[src/rtl/flash_poll_pkg.sv]
// Package: shared state type and command codes for the flash program
// status-polling controller. Assumes command codes fit in 8 bits.
package flash_poll_pkg;

    typedef enum logic [1:0] {
        ST_READ  = 2'd0,
        ST_ARMED = 2'd1,
        ST_BUSY  = 2'd2,
        ST_FAIL  = 2'd3
    } fp_state_e;

    typedef enum logic {
        PH_PULSE  = 1'b0,
        PH_VERIFY = 1'b1
    } fp_phase_e;

    localparam logic [7:0] CMD_ARM   = 8'hA0;
    localparam logic [7:0] CMD_RESET = 8'hF0;

    localparam int STAT_POLL_BIT = 7;
    localparam int STAT_TOG_BIT  = 6;
    localparam int STAT_TLIM_BIT = 5;

endpackage

[src/rtl/flash_cell_array.sv]
// Module: word array with clear-only programming.
// Each word is a register bank that resets to all ones (erased). A pulse
// ANDs the pulse data into the addressed word. One combinational read port
// serves the bus and a second one serves the verify step.
// Assumes: DEPTH equals 2**ADDR_W.
module flash_cell_array #(
    parameter int ADDR_W = 4,
    parameter int DATA_W = 8
) (
    input  logic              clk,
    input  logic              rst_n,
    input  logic              pulse_en,
    input  logic [ADDR_W-1:0] pulse_addr,
    input  logic [DATA_W-1:0] pulse_data,
    input  logic [ADDR_W-1:0] rd_addr,
    output logic [DATA_W-1:0] rd_word,
    output logic [DATA_W-1:0] vfy_word
);
    localparam int DEPTH = 1 << ADDR_W;

    logic [DATA_W-1:0] words [DEPTH];

    generate
        for (genvar g = 0; g < DEPTH; g++) begin : g_word
            // Per-word storage: erase on reset, clear-only update on a pulse.
            always_ff @(posedge clk) begin
                if (!rst_n) begin
                    words[g] <= '1;
                end else if (pulse_en && (pulse_addr == ADDR_W'(g))) begin
                    words[g] <= words[g] & pulse_data;
                end
            end
        end
    endgenerate

    // Read ports: bus address and sequencer target address.
    always_comb begin
        rd_word  = words[rd_addr];
        vfy_word = words[pulse_addr];
    end

endmodule

[src/rtl/flash_prog_seq.sv]
// Module: command decoder and program/verify sequencer.
// Decodes the arm and reset codes, latches the target, alternates pulse and
// verify phases, counts pulses and raises the timing-limit flag at the limit.
// Assumes: bus_wr is a one-cycle strobe; DATA_W >= 8.
module flash_prog_seq
    import flash_poll_pkg::*;
#(
    parameter int ADDR_W      = 4,
    parameter int DATA_W      = 8,
    parameter int PULSE_LIMIT = 16,
    parameter int CNT_W       = $clog2(PULSE_LIMIT + 1)
) (
    input  logic              clk,
    input  logic              rst_n,
    input  logic              bus_wr,
    input  logic [ADDR_W-1:0] bus_addr,
    input  logic [DATA_W-1:0] bus_wdata,
    input  logic [DATA_W-1:0] vfy_word,
    output fp_state_e         state,
    output logic [ADDR_W-1:0] tgt_addr,
    output logic [DATA_W-1:0] tgt_data,
    output logic              pulse_en,
    output logic              tlim,
    output logic [CNT_W-1:0]  pulse_cnt
);
    localparam logic [DATA_W-1:0] ARM_CODE   = DATA_W'(CMD_ARM);
    localparam logic [DATA_W-1:0] RESET_CODE = DATA_W'(CMD_RESET);
    localparam logic [CNT_W-1:0]  CNT_LIMIT  = CNT_W'(PULSE_LIMIT);

    fp_state_e         state_d;
    fp_phase_e         phase_q, phase_d;
    logic [CNT_W-1:0]  cnt_d;
    logic              tlim_d;
    logic [ADDR_W-1:0] tgt_addr_d;
    logic [DATA_W-1:0] tgt_data_d;
    logic              reset_cmd;
    logic              arm_cmd;
    logic              verified;

    // Command decode from the write strobe and data.
    always_comb begin
        reset_cmd = bus_wr && (bus_wdata == RESET_CODE);
        arm_cmd   = bus_wr && (bus_wdata == ARM_CODE);
        verified  = (vfy_word == tgt_data);
    end

    // Pulse request: pulse phase of a busy cycle, cancelled by a reset code.
    always_comb begin
        pulse_en = (state == ST_BUSY) && (phase_q == PH_PULSE) && !reset_cmd;
    end

    // Next-state logic for the sequencer, counter, flag and target latch.
    always_comb begin
        state_d    = state;
        phase_d    = phase_q;
        cnt_d      = pulse_cnt;
        tlim_d     = tlim;
        tgt_addr_d = tgt_addr;
        tgt_data_d = tgt_data;
        if (reset_cmd) begin
            state_d = ST_READ;
            phase_d = PH_PULSE;
            cnt_d   = '0;
            tlim_d  = 1'b0;
        end else begin
            unique case (state)
                ST_READ: begin
                    if (arm_cmd) begin
                        state_d = ST_ARMED;
                    end
                end
                ST_ARMED: begin
                    if (bus_wr) begin
                        state_d    = ST_BUSY;
                        phase_d    = PH_PULSE;
                        cnt_d      = '0;
                        tgt_addr_d = bus_addr;
                        tgt_data_d = bus_wdata;
                    end
                end
                ST_BUSY: begin
                    if (phase_q == PH_PULSE) begin
                        cnt_d   = pulse_cnt + 1'b1;
                        phase_d = PH_VERIFY;
                    end else if (verified) begin
                        state_d = ST_READ;
                        phase_d = PH_PULSE;
                    end else if (pulse_cnt >= CNT_LIMIT) begin
                        state_d = ST_FAIL;
                        tlim_d  = 1'b1;
                    end else begin
                        phase_d = PH_PULSE;
                    end
                end
                ST_FAIL: begin
                    state_d = ST_FAIL;
                end
                default: begin
                    state_d = ST_READ;
                end
            endcase
        end
    end

    // Sequencer registers with synchronous active-low reset.
    always_ff @(posedge clk) begin
        if (!rst_n) begin
            state     <= ST_READ;
            phase_q   <= PH_PULSE;
            pulse_cnt <= '0;
            tlim      <= 1'b0;
            tgt_addr  <= '0;
            tgt_data  <= '0;
        end else begin
            state     <= state_d;
            phase_q   <= phase_d;
            pulse_cnt <= cnt_d;
            tlim      <= tlim_d;
            tgt_addr  <= tgt_addr_d;
            tgt_data  <= tgt_data_d;
        end
    end

endmodule

[src/rtl/flash_status_mux.sv]
// Module: status word builder and registered read port.
// While polling (busy or failed) a read returns the status word and flips the
// toggle bit; otherwise it returns the array word. Read data holds between
// read strobes. Assumes: DATA_W >= 8 so status bits 7..5 exist.
module flash_status_mux
    import flash_poll_pkg::*;
#(
    parameter int DATA_W = 8
) (
    input  logic              clk,
    input  logic              rst_n,
    input  logic              bus_rd,
    input  logic              polling,
    input  logic              tgt_msb,
    input  logic              tlim,
    input  logic [DATA_W-1:0] arr_word,
    output logic [DATA_W-1:0] bus_rdata
);
    logic              tog_q;
    logic [DATA_W-1:0] status_word;

    // Status word assembly: polled data bit, toggle bit, limit flag.
    always_comb begin
        status_word                = '0;
        status_word[STAT_POLL_BIT] = ~tgt_msb;
        status_word[STAT_TOG_BIT]  = tog_q;
        status_word[STAT_TLIM_BIT] = tlim;
    end

    // Read register and toggle bit, updated only on a read strobe.
    always_ff @(posedge clk) begin
        if (!rst_n) begin
            tog_q     <= 1'b0;
            bus_rdata <= '0;
        end else if (bus_rd) begin
            if (polling) begin
                bus_rdata <= status_word;
                tog_q     <= ~tog_q;
            end else begin
                bus_rdata <= arr_word;
            end
        end
    end

endmodule

[src/rtl/flash_prog_poll.sv]
// Module: top of the flash program status-polling controller.
// Connects the sequencer, the clear-only array and the status/read port.
// Assumes: single-cycle read and write strobes, never both in one cycle.
module flash_prog_poll
    import flash_poll_pkg::*;
#(
    parameter int ADDR_W      = 4,
    parameter int DATA_W      = 8,
    parameter int PULSE_LIMIT = 16
) (
    input  logic              clk,
    input  logic              rst_n,
    input  logic [ADDR_W-1:0] bus_addr,
    input  logic [DATA_W-1:0] bus_wdata,
    input  logic              bus_rd,
    input  logic              bus_wr,
    output logic [DATA_W-1:0] bus_rdata
);
    localparam int CNT_W = $clog2(PULSE_LIMIT + 1);

    fp_state_e         st;
    logic [ADDR_W-1:0] tgt_addr;
    logic [DATA_W-1:0] tgt_data;
    logic              pulse_en;
    logic              tlim;
    logic [CNT_W-1:0]  pulse_cnt;
    logic [DATA_W-1:0] rd_word;
    logic [DATA_W-1:0] vfy_word;
    logic              polling;

    // Poll mode whenever the engine is running or has failed.
    always_comb begin
        polling = (st == ST_BUSY) || (st == ST_FAIL);
    end

    flash_prog_seq #(
        .ADDR_W     (ADDR_W),
        .DATA_W     (DATA_W),
        .PULSE_LIMIT(PULSE_LIMIT),
        .CNT_W      (CNT_W)
    ) u_seq (
        .clk      (clk),
        .rst_n    (rst_n),
        .bus_wr   (bus_wr),
        .bus_addr (bus_addr),
        .bus_wdata(bus_wdata),
        .vfy_word (vfy_word),
        .state    (st),
        .tgt_addr (tgt_addr),
        .tgt_data (tgt_data),
        .pulse_en (pulse_en),
        .tlim     (tlim),
        .pulse_cnt(pulse_cnt)
    );

    flash_cell_array #(
        .ADDR_W(ADDR_W),
        .DATA_W(DATA_W)
    ) u_array (
        .clk       (clk),
        .rst_n     (rst_n),
        .pulse_en  (pulse_en),
        .pulse_addr(tgt_addr),
        .pulse_data(tgt_data),
        .rd_addr   (bus_addr),
        .rd_word   (rd_word),
        .vfy_word  (vfy_word)
    );

    flash_status_mux #(
        .DATA_W(DATA_W)
    ) u_status (
        .clk      (clk),
        .rst_n    (rst_n),
        .bus_rd   (bus_rd),
        .polling  (polling),
        .tgt_msb  (tgt_data[STAT_POLL_BIT]),
        .tlim     (tlim),
        .arr_word (rd_word),
        .bus_rdata(bus_rdata)
    );

endmodule

[config.mk]
export PLATFORM = sky130hd
export DESIGN_NAME = flash_prog_poll
export DESIGN_NICKNAME = d
export VERILOG_FILES = /design/src/rtl/flash_poll_pkg.sv /design/src/rtl/flash_cell_array.sv /design/src/rtl/flash_prog_seq.sv /design/src/rtl/flash_status_mux.sv /design/src/rtl/flash_prog_poll.sv
export SDC_FILE = /design/constraint.sdc
export NUM_CORES = 1
export LEC_CHECK = 0
export ABC_AREA = 1
export BUFFER_PORTS_ARGS = -buffer_cell sky130_fd_sc_hd__buf_2
export CORE_UTILIZATION = 45
export CTS_CLUSTER_SIZE = 8
export DETAILED_ROUTE_END_ITERATION = 8
export PLACE_DENSITY = 0.63
export SLEW_MARGIN = 40
export SYNTH_ARGS = -nofsm -noshare
export SYNTH_HDL_FRONTEND = slang
export SYNTH_SLANG_ARGS = --single-unit
export TNS_END_PERCENT = 1
[constraint.sdc]
create_clock -name clk -period 2 [get_ports clk]
set_input_delay 0.2 -clock clk [delete_from_list [all_inputs] [get_ports clk]]
set_output_delay 0.2 -clock clk [all_outputs]
set_load 0.005 [all_outputs]
==> out/metrics.yaml <==
routing:
  dr_total_vias: 8459
  vias_per_cell: 5.75
  firstDrtPassIters: 5
  drt_iter0_drc: 1329
  drt-total-wl_um: 30700
  wl_per_cell_um: 20.9
  postRouteAntennaNets: 0
  drcViolationCount: 0
pwr:
  sequentialPowerShare: 0.452
  power.internal_mw: 5.91
  p_comb_frac: 0.156
  clkPwrFrac: 0.391
  power.total_mw: 8.27
  switching_share: 0.285
  ir_drop_v: 0.000635
  cellLeakagePower_nw: 4.47
  switchingPower_mw: 2.36
  power.density_mw_per_mm2: 758
finish:
  final_core_util: 0.561
  seqCellArea_mm2: 0.00453
  fin_area_mm2: 0.0109
  fillers: 1775
  layout-drive-gt1-share: 0.177
  syn_to_final_growth_pct: 22.1
  num_antenna_cells: 0
  multi_input_comb_area_mm2: 0.00380
  nNetsFinal: 1211
placed_design:
  globalplace.congestion: 0.951
  placed_area_mm2: 0.00973
  port_buffers: 23
  dp_slack_ns: -0.162
  place_hpwl_um: 20200
sta:
  fin_crit_ns: 2.11
  finalMaxSlewViolations: 0
  hold_viol: 0
  post-route-period-util: 1.05
  setup_viol: 16
  rsz0062_at_grt: "true"
  postLayoutSetupSlackWorst_ns: -0.110
  fmax_mhz: 474
  fin_skew_ns: 0.00725
  setup_tns_ns: -0.438
  relSlewSlack: 0.655
  worst_slew_pin_slew_ns: 0.515
synth:
  synth_area_mm2: 0.00893
  synth_seq_cells: 162
  synthesis.nets: 1145
  synth_edf_count: 128
  synthArstFlopShare: 0
  syn-mean-instance-area_um2: 7.93
  synth_flop_cell: "edfxtp_1"
  ys_warn_count: 0
  synthCells: 1127
  synthDistinctLibCells: 30
  yosysSeqAreaShare: 0.506
global_routing:
  grt_pass1_wl_um: 44800
  grtUsageTotal: 0.302
  grt_pass1_vias: 7583
  grt_max_degree: 60
  grt_overflow: 0
  antenna_found_initial: 0
die:
  die_h_um: 143
  dieArea_mm2: 0.0204
  core-area_mm2: 0.0195
  io_pins: 24
  initial_utilization: 0.459
  rows: 51
  fp.dieW_um: 143
cts:
  cts_tree: "built"
  clock_sinks: 162
  clock_path_buffers: 2
  cts_max_level: 4
  cts_made_buffers: 17
  path_clk_slew_ns: 0.06
  clock_latency_ns: 0.44
  cts_root_buffer: "clkbuf_16"
worst_setup_path:
  cp-start-kind: "flop"
  endpoint_kind: "flop"
  path_cells: "buf_12, buf_16, a21oi_2, o21ai_1, nand3_1, nand3_2, nand2_1, nand2_1, nand2_1, nand2_2, nor2_4, nand2_2, nand2_2, nand2_4, o21a_1"
  path_class: "reg2reg"
  required_ns: 2.33
  slowest_delay_ns: 0.39
  critPathMaxFanout: 7
  slowest_stage: "dfxtp_4"
  crit_arrival_ns: 2.44
job:
  cap_violations: 0
status:
  status: "finished, violations left"
  failed_checks: "negative setup slack"
min_path:
  hp-class: "in2reg"
==> final cells by class <==
cell class                      instances  area share
Sequential cell                       162       0.415
Clock buffer                           20      0.0448
Multi-Input combinational cell        748       0.349
Inverter                              154      0.0541
Clock inverter                         12     0.00791
Timing Repair Buffer                  110      0.0991
Tap cell                              265      0.0304
==> layout by cell type (no fill, tap or decap), types with 23 or more instances in the layout <==
cell type / Yosys / final
inv_1: 149 / 149
nand3_1: 119 / 79
a21oi_1: 85 / 82
clkbuf_16: 0 / 25
buf_4: 2 / 62
edfxtp_1: 128 / 128
nor2_1: 41 / 34
nand2_1: 252 / 239
nand3_2: 0 / 40
buf_2: 15 / 23
dfxtp_1: 34 / 32
o21ai_0: 197 / 194
==> power groups by stage <==
stage / logic, mW / clock network, mW / registers (mW)
after floorplan: 0.633 / 0 / 3.79
after global placement: 1.06 / 0 / 3.81
after detailed placement: 1.06 / 0 / 3.81
after CTS: 1.08 / 3.26 / 3.73
after global routing: 1.37 / 3.38 / 3.74
final: 1.29 / 3.24 / 3.74
==> logic make-up after synthesis <==
family | Yosys count | share of synthesized area
adders and majority gates | 2 | 0.00280
DFF | 162 | 0.506
buffers and inverters | 217 | 0.101
and+or+nand+nor | 420 | 0.197
AOI/OAI and AO/OA | 325 | 0.192
xor gates and xnor gates | 1 | 0.000981
==> synth_stat cells (2+ instances only) <==
library cell / number / area, um2
dfxtp_1: 34 / 681
a21oi_1: 85 / 425
o211ai_1: 22 / 165
buf_4: 2 / 15.0
buf_6: 8 / 90.1
edfxtp_1: 128 / 3840
clkinv_1: 2 / 7.51
nor2_1: 41 / 154
nand3_1: 119 / 596
a31oi_1: 17 / 106
buf_1: 5 / 18.8
nor3_2: 2 / 20.0
inv_2: 3 / 11.3
clkbuf_1: 33 / 124
o21ai_0: 197 / 986
inv_1: 149 / 559
buf_2: 15 / 75.1
nand2_1: 252 / 946
ha_1: 2 / 25.0
==> repair_timing <==
item                                    4_1_cts  5_1_grt
gates resized for setup                      11       83
cloned                                        0        8
pin swaps                                     0       23
endpoints found under the setup margin      222      247
endpoints found under the hold margin         0        0
setup buffers                                 0        5
hold buffers                                  0        0
==> state kept, by name, indices dropped and copies added, names as in the netlist, named ones only <==
signal and count:
u_seq.state 2, u_seq.phase_q 1, u_array.words 128, u_seq.pulse_cnt 5
u_seq.tlim 1, u_status.tog_q 1, u_seq.tgt_addr 4, u_seq.tgt_data 8
u_status.bus_rdata 8
==> per-stage QoR <==
step	hold WS [ns]	std cells
floorplan	0.367	1127
global placement	0.441	1426
detailed placement	0.450	1426
CTS	0.0494	1458
global route	0.120	1471
finish	0.0640	1471
==> worst max-delay path: cells and delay by family (launching register included) <==
kind	cells	cell delay (ns)
simple gates	10	0.93
flops	1	0.39
compound gates	3	0.37
buf+inv	2	0.31
==> metal layers <==
layer | global-route usage | vias to the layer above | part of all wire
li1 | - | 3969 | -
met5 | 0 | - | 0
met1 | 0.426 | 3879 | 0.42
met4 | 0.117 | 0 | 0.038
met2 | 0.453 | 539 | 0.44
met3 | 0.0634 | 72 | 0.10
==> path summary, 6_finish.rpt <==
| path | depth (start not counted) | slack, ns | start | endpoint |
|---|---|---|---|---|
| hold / removal | 3 | 0.06 | bus_wdata[2] | u_seq.tgt_data[2] |
| setup / recovery | 15 | -0.11 | flop | u_seq.state[1] |
| setup reg to reg | 15 | -0.11 | flop | u_seq.state[1] |
| hold reg to reg | 2 | 0.45 | u_seq.tlim | u_seq.tlim |
No activity file was read; power rests on OpenSTA's default activity.
